**config.mk**
```make
export PLATFORM = sky130hd
export DESIGN_NAME = gpio_pair_bank
export DESIGN_NICKNAME = d
export VERILOG_FILES = /design/src/rtl/gpio_pair_pkg.sv /design/src/rtl/gpio_pair_sync.sv /design/src/rtl/gpio_pair_pin.sv /design/src/rtl/gpio_pair_rdmux.sv /design/src/rtl/gpio_pair_bank.sv
export SDC_FILE = /design/constraint.sdc
export NUM_CORES = 1
export LEC_CHECK = 0
export BUFFER_PORTS_ARGS = -buffer_cell sky130_fd_sc_hd__buf_4
export CORE_MARGIN = 3
export CORE_UTILIZATION = 35
export DETAILED_ROUTE_END_ITERATION = 8
export PLACE_DENSITY = 0.7
export SYNTH_ARGS = -nofsm -noshare
export SYNTH_HDL_FRONTEND = slang
export SYNTH_SLANG_ARGS = --single-unit
export TNS_END_PERCENT = 5
```
**constraint.sdc**
```tcl
create_clock -name clk_i -period 1.1 [get_ports clk_i]
set_input_delay 0.33 -clock clk_i [delete_from_list [all_inputs] [get_ports clk_i]]
set_output_delay 0.33 -clock clk_i [all_outputs]
set_load 0.02 [all_outputs]
```
**src/rtl/gpio_pair_pkg.sv**
```systemverilog
package gpio_pair_pkg;
  localparam int unsigned WORD_W  = 32;
  localparam int unsigned CFG_LSB = 16;
  localparam int unsigned PIN_MAX = 8;

  typedef struct packed {
    logic drv_lo;
    logic drv_hi;
    logic mk_out;
    logic mk_in;
  } pin_cmd_t;

  function automatic pin_cmd_t decode_cmd(input logic [WORD_W-1:0] w, input int unsigned n);
    pin_cmd_t c;
    c.drv_lo = w[2*n];
    c.drv_hi = w[2*n+1];
    c.mk_out = w[CFG_LSB+2*n];
    c.mk_in  = w[CFG_LSB+2*n+1];
    return c;
  endfunction
endpackage

```
**src/rtl/gpio_pair_sync.sv**
```systemverilog
module gpio_pair_sync #(
  parameter int unsigned W = 8
) (
  input  logic         clk_i,
  input  logic         rst_ni,
  input  logic [W-1:0] async_i,
  output logic [W-1:0] sync_o
);
  logic [W-1:0] meta_q, sync_q;

  always_ff @(posedge clk_i or negedge rst_ni) begin
    if (!rst_ni) begin
      meta_q <= '0;
      sync_q <= '0;
    end else begin
      meta_q <= async_i;
      sync_q <= meta_q;
    end
  end

  assign sync_o = sync_q;
endmodule

```
**src/rtl/gpio_pair_pin.sv**
```systemverilog
module gpio_pair_pin
  import gpio_pair_pkg::*;
(
  input  logic     clk_i,
  input  logic     rst_ni,
  input  logic     wr_i,
  input  pin_cmd_t cmd_i,
  output logic     out_o,
  output logic     oe_o
);
  logic out_q, oe_q;

  // opposing triggers in the same write cancel
  always_ff @(posedge clk_i or negedge rst_ni) begin
    if (!rst_ni) begin
      out_q <= 1'b0;
      oe_q  <= 1'b0;
    end else if (wr_i) begin
      if (cmd_i.drv_lo ^ cmd_i.drv_hi) out_q <= cmd_i.drv_hi;
      if (cmd_i.mk_out ^ cmd_i.mk_in)  oe_q  <= cmd_i.mk_out;
    end
  end

  assign out_o = out_q;
  assign oe_o  = oe_q;

  a_r2_drive_high: assert property (@(posedge clk_i) disable iff (!rst_ni)
    wr_i && cmd_i.drv_hi && !cmd_i.drv_lo |=> out_o);
  a_r2_drive_low: assert property (@(posedge clk_i) disable iff (!rst_ni)
    wr_i && cmd_i.drv_lo && !cmd_i.drv_hi |=> !out_o);
  a_r3_level_hold: assert property (@(posedge clk_i) disable iff (!rst_ni)
    wr_i && cmd_i.drv_lo && cmd_i.drv_hi |=> $stable(out_o));
  a_r4_make_output: assert property (@(posedge clk_i) disable iff (!rst_ni)
    wr_i && cmd_i.mk_out && !cmd_i.mk_in |=> oe_o);
  a_r4_make_input: assert property (@(posedge clk_i) disable iff (!rst_ni)
    wr_i && cmd_i.mk_in && !cmd_i.mk_out |=> !oe_o);
  a_r5_dir_hold: assert property (@(posedge clk_i) disable iff (!rst_ni)
    wr_i && cmd_i.mk_out && cmd_i.mk_in |=> $stable(oe_o));
  a_r6_idle_stable: assert property (@(posedge clk_i) disable iff (!rst_ni)
    !wr_i |=> $stable(out_o) && $stable(oe_o));
endmodule

```
**src/rtl/gpio_pair_rdmux.sv**
```systemverilog
module gpio_pair_rdmux
  import gpio_pair_pkg::*;
#(
  parameter int unsigned NUM_PINS = 8
) (
  input  logic [NUM_PINS-1:0] out_i,
  input  logic [NUM_PINS-1:0] oe_i,
  input  logic [NUM_PINS-1:0] in_i,
  output logic [WORD_W-1:0]   word_o
);
  always_comb begin
    word_o = '0;
    for (int unsigned n = 0; n < NUM_PINS; n++) begin
      word_o[2*n]         = out_i[n];
      word_o[2*n+1]       = in_i[n];
      word_o[CFG_LSB+2*n] = oe_i[n];
    end
  end
endmodule

```
**src/rtl/gpio_pair_bank.sv**
```systemverilog
module gpio_pair_bank
  import gpio_pair_pkg::*;
#(
  parameter int unsigned NUM_PINS = 8
) (
  input  logic                clk_i,
  input  logic                rst_ni,
  input  logic                wr_i,
  input  logic [31:0]         wdata_i,
  input  logic                rd_i,
  output logic [31:0]         rdata_o,
  output logic                rvalid_o,
  input  logic [NUM_PINS-1:0] pad_in_i,
  output logic [NUM_PINS-1:0] pad_out_o,
  output logic [NUM_PINS-1:0] pad_oe_o
);
  localparam int unsigned USED_W = 2 * NUM_PINS;
  localparam logic [WORD_W-1:0] ZERO_MASK = ~(((WORD_W'(1) << USED_W) - 1) |
    (((WORD_W'(1) << USED_W) - 1) << CFG_LSB)) | {(WORD_W/2){2'b10}} & 32'hFFFF_0000;

  logic [NUM_PINS-1:0] in_sync;
  logic [WORD_W-1:0]   rd_word;

  gpio_pair_sync #(.W(NUM_PINS)) u_sync (
    .clk_i  (clk_i),
    .rst_ni (rst_ni),
    .async_i(pad_in_i),
    .sync_o (in_sync)
  );

  for (genvar n = 0; n < NUM_PINS; n++) begin : g_pin
    pin_cmd_t cmd;
    assign cmd = decode_cmd(wdata_i, n);
    gpio_pair_pin u_pin (
      .clk_i (clk_i),
      .rst_ni(rst_ni),
      .wr_i  (wr_i),
      .cmd_i (cmd),
      .out_o (pad_out_o[n]),
      .oe_o  (pad_oe_o[n])
    );
  end

  gpio_pair_rdmux #(.NUM_PINS(NUM_PINS)) u_rdmux (
    .out_i (pad_out_o),
    .oe_i  (pad_oe_o),
    .in_i  (in_sync),
    .word_o(rd_word)
  );

  // snapshot taken before any same-cycle write lands
  always_ff @(posedge clk_i or negedge rst_ni) begin
    if (!rst_ni) begin
      rdata_o  <= '0;
      rvalid_o <= 1'b0;
    end else begin
      rvalid_o <= rd_i;
      if (rd_i) rdata_o <= rd_word;
    end
  end

  a_r7_rvalid_follows: assert property (@(posedge clk_i) disable iff (!rst_ni)
    rd_i |=> rvalid_o);
  a_r7_rvalid_drops: assert property (@(posedge clk_i) disable iff (!rst_ni)
    !rd_i |=> !rvalid_o);
  a_r7_zero_bits: assert property (@(posedge clk_i) disable iff (!rst_ni)
    rvalid_o |-> (rdata_o & ZERO_MASK) == '0);
  a_r11_read_pre_write: assert property (@(posedge clk_i) disable iff (!rst_ni)
    rd_i |=> rdata_o[0] == $past(pad_out_o[0]) && rdata_o[CFG_LSB] == $past(pad_oe_o[0]));
endmodule

```
# After elaboration in Yosys (flattened, before gate mapping)
# Cells that the tools add are included.
# W data, S select, Z words.
[classes]
bitwise = 16
n_reduce_logical = 16
[ops]
columns = ["cell", "count"]
rows = [
  ["$reduce_and A2 Y1", 16],
  ["$xor A1 B1 Y1", 16],
]
[totals]
reg_bits = 57
input_bits = 44
out_inout_bits = 49
elab_cells = 52

# Depth between registers and ports, before layout
[logic_depth]
ltp_word = 2
mapped_depth = 5
ltp_nobuf = 3

# By module
# From an unflattened synthesis, not the netlist that was laid out.
[hier_totals]
cells_unflattened = 206
hier_area_um2 = 2765.2
[by_module_without_submodules]
columns = ["module", "n_inst", "cells_per_inst", "area_each_um2", "seq_area_each_um2"]
rows = [
  ["gpio_pair_bank", 1, 69, 1370.1, 825.8],
  ["gpio_pair_pin", 8, 11, 93.8, 50.0],
  ["gpio_pair_sync", 1, 16, 400.4, 400.4],
  ["gpio_pair_rdmux", 1, 33, 244.0, 0.0],
]

# Worst setup path before layout
# Ideal clock, no wire load.
[synth_path]
path_kind = "input port to flip-flop"
startpoint = "input port rd_i"
endpoint = "register rdata_o[0]"
setup_time_ps = 125
arrival_ps = 869
required_ps = 975
setup_slack_ps = 106
stages = 3
n_path_buf = 2
cell_sequence = "buf_6 -> buf_12 -> mux2_4"
[synth_lines]
columns = ["item", "line", "text"]
rows = [
  ["from (decl)", "gpio_pair_bank.sv:10", "input logic rd_i,"],
  ["to (signal assigned)", "gpio_pair_bank.sv:58", "if (rd_i) rdata_o <= rd_word;"],
  ["to (decl)", "gpio_pair_bank.sv:11", "output logic [31:0] rdata_o,"],
]
# No word-level cell between the ends.

# Worst setup path in the final report
[layout_path]
startpoint = "register g_pin[4].u_pin.out_q"
endpoint = "output port pad_out_o[4]"
[layout_lines]
columns = ["item", "line", "text"]
rows = [
  ["from (decl)", "gpio_pair_pin.sv:11", "logic out_q, oe_q;"],
  ["from (signal assigned)", "gpio_pair_pin.sv:19", "if (cmd_i.drv_lo ^ cmd_i.drv_hi) out_q <= cmd_i.drv_hi;"],
  ["to (decl)", "gpio_pair_bank.sv:14", "output logic [NUM_PINS-1:0] pad_out_o,"],
]
# No word-level cell between the ends.

==> results.yml <==
timing:
  rsz0062_at_grt: "yes"
  setup_viol: 41
  layout_setup_ws_ps: -102.1
  skew_ps: 2.599
  finalHoldViolations: 0
  finalCriticalPeriod_ps: 1202
  max_freq_mhz: 831.9
  min_period_over_period_pct: 109.3
  slew_viol_final: 0
setup_path:
  worst-path-buf-inv: 1
  path_max_fanout: 3
  crit_slowest_cell: "dfrtp_1"
  critPathArrivalTime_ps: 870
  max_stage_delay_ps: 410
  critPathKind: "flop to primary output"
  required_ps: 770
  cpLargestDelayFamily: "flip-flops"
  crit_chain: "buf_6"
  start_kind: "flop"
  critPathCaptureType: "primary output"
power_and_ir_drop:
  peakVddDrop_mv: 0.8637
  power.total_w: 0.005687
  swShare_pct: 26.77
  net-switching-power_w: 0.001523
  power_frac_comb_pct: 24.5
  internal-power_w: 0.004164
  power_frac_seq_pct: 43.6
  clock_power_share_pct: 31.9
  power.density_nw_per_um2: 1659
  leakagePower_nw: 1.744
die:
  std_cell_rows: 29
  die_h_um: 87.87
  ioPinCount: 93
  coreArea_um2: 6422
  dieWidth_um: 87.87
  start_util_pct: 36.53
  fp.dieArea_um2: 7721
final_layout:
  area_growth_pct: 46.13
  nFillCells: 545
  nets: 324
  antenna_cells: 0
  layout-drive-gt1-share_pct: 51.58
outcome:
  violations: "setup timing"
  run_status: "finished with violations"
synthesis:
  avgSynthCellArea_um2: 12.82
  synthCells: 183
  syn-cell-area_um2: 2346
  netlist.area_leader.share_pct: 60.80
  synth_seq_area_share_pct: 60.80
  ys_warn_count: 0
  synthXorXnorAreaFrac_pct: 0
  synth_compound_gate_area_share_pct: 7.893
  synth_top_family_by_area: "multiplexers"
  synthMuxAreaShare_pct: 14.72
  synth-simple-area-share_pct: 3.520
  ys_types: 12
  synth_common_cells: "57 x dfrtp_1, 27 x a21oi_1, 26 x buf_4, 20 x mux2_4, 12 x inv_1"
  ys_seq_elements: 57
  async_flop_share_pct: 100.0
  synthFlopType: "dfrtp_1"
  yosysMostFrequentCell: "dfrtp_1"
  synth_edf_count: 0
  yosys.area_share.adder_pct: 0
  synthTopCellsByArea: "dfrtp_1 61%, mux2_4 13%, buf_4 8.3%"
  yosysTopAreaCell: "dfrtp_1"
placed_design:
  place.gp.congestion: 0.7284
  place_ws_ps: 36.35
  hpwl_mm: 3.312
  io_buffers: 84
grt:
  grt_pass1_vias: 1700
  grt_overflow: 0
  grt_max_degree: 58
  grt_pass1_wl_mm: 7.762
  grt_use_total_pct: 13.46
  antenna_found_initial: 0
clock_network:
  cts_htree_levels: 3
  cts.sinks: 57
  cts_max_path_buffers: 2
  cts-root-buf: "clkbuf_8"
  numCtsBuffers: 9
  cts_tree: "built"
  clock_latency_ps: 320
  clk_pin_slew_ps: 60
detailed_routing:
  finalWirelength_mm: 4.900
  drt_iter0_markers: 68
  drcViolationCount: 0
  drt_first_pass_iters: 4
  vias: 1632
  avgViaCountPerCell: 4.508
  wl_per_cell_um: 13.54
  ant_nets: 0
flow_run:
  drv_cap: 0
hold_path:
  hold_path_class: "input port to flop"
cells in the final DEF, fill, tap and decap left out, types with 10 or more instances in the layout:
cell type and instances:
mux2_4 20, nor2_1 11, a21oi_1 27, clkbuf_8 13, dfrtp_1 57, nand2_1 11
buf_4 63, inv_1 12, buf_6 41, o21ai_0 10
power by group through the flow:
| stage | sequential [W] | clock, W | combinational [W] |
|---|---|---|---|
| 2_1_floorplan | 0.00263 | 0 | 0.000568 |
| 3_3_place_gp | 0.00251 | 0 | 0.00111 |
| 3_5_place_dp | 0.00251 | 0 | 0.00113 |
| 4_1_cts | 0.00248 | 0.00190 | 0.00140 |
| 5_1_grt | 0.00251 | 0.00199 | 0.00149 |
| 6_report | 0.00248 | 0.00181 | 0.00140 |
cells by family (layout without fill, tap and decap cells):
group                  after synthesis  count (layout)
other                                1               8
AO/OA/AOI/OAI                       37              37
multiplexers                        24              24
buffers and inverters               42             137
AND/OR/NAND/NOR                     22              22
flip-flops                          57              57
layout make-up:
class | instances | area (µm²) | area share [%]
Sequential cell | 57 | 1426 | 41.61
Clock inverter | 2 | 10.01 | 0.2920
Tap cell | 77 | 96.34 | 2.810
Timing Repair Buffer | 109 | 1025 | 29.89
Multi-Input combinational cell | 91 | 643.1 | 18.76
Clock buffer | 14 | 182.7 | 5.328
Inverter | 12 | 45.04 | 1.314
final timing paths:
| kind | end | cells after the start | slack (ps) | from |
|---|---|---|---|---|
| max | pad_out_o[4] | 1 | -100 | g_pin[4].u_pin.out_o$_DFFE_PN0P_ |
| min | u_sync.meta_q[0]$_DFF_PN0_ | 1 | 110 | pad_in_i[0] |
| max reg2reg | rdata_o[18]$_DFFE_PN0P_ | 2 | 180 | g_pin[1].u_pin.oe_o$_DFFE_PN0P_ |
| min reg2reg | u_sync.sync_o[4]$_DFF_PN0_ | 0 | 350 | u_sync.meta_q[4]$_DFF_PN0_ |
| max in group asynchronous | g_pin[7].u_pin.oe_o$_DFFE_PN0P_ | 3 | 330 | rst_ni |
| min in group asynchronous | rdata_o[9]$_DFFE_PN0P_ | 3 | 540 | rst_ni |
through the flow:
stage	hold WS, ps	util [%]	instance area [µm²]	instances	TNS, ps
finish	109.4	53.38	3428	362	-3408
CTS	85.23	53.26	3421	361	-4443
global placement	331.4	45.72	2937	327	0
floorplan	34.41	-	2372	190	0
global route	83.58	53.38	3428	362	-5217
detailed placement	334.7	45.72	2937	327	0
what timing repair did:
action	CTS	global route
setup endpoints to repair	41	41
pin swaps	0	0
endpoints found under the hold margin	57	0
gates resized for setup	41	0
hold buffers	1	0
buffers inserted	17	1
sequential cells by signal, indices dropped and copies added, names as in the netlist:
signal             flops
g_pin.u_pin.out_o      8
rvalid_o               1
u_sync.sync_o          8
rdata_o               24
u_sync.meta_q          8
g_pin.u_pin.oe_o       8
layer usage:
layer | vias up | part of all wire [%] | routed length, µm | global-route usage [%]
li1 | 767 | - | - | -
met1 | 799 | 40 | 1950 | 14.66
met2 | 61 | 51 | 2510 | 23.29
met3 | 5 | 8.1 | 398 | 6.585
met4 | 0 | 0.86 | 42 | 3.766
met5 | - | 0 | 0 | 0
Note: power is estimated with default switching activity, not from simulation.
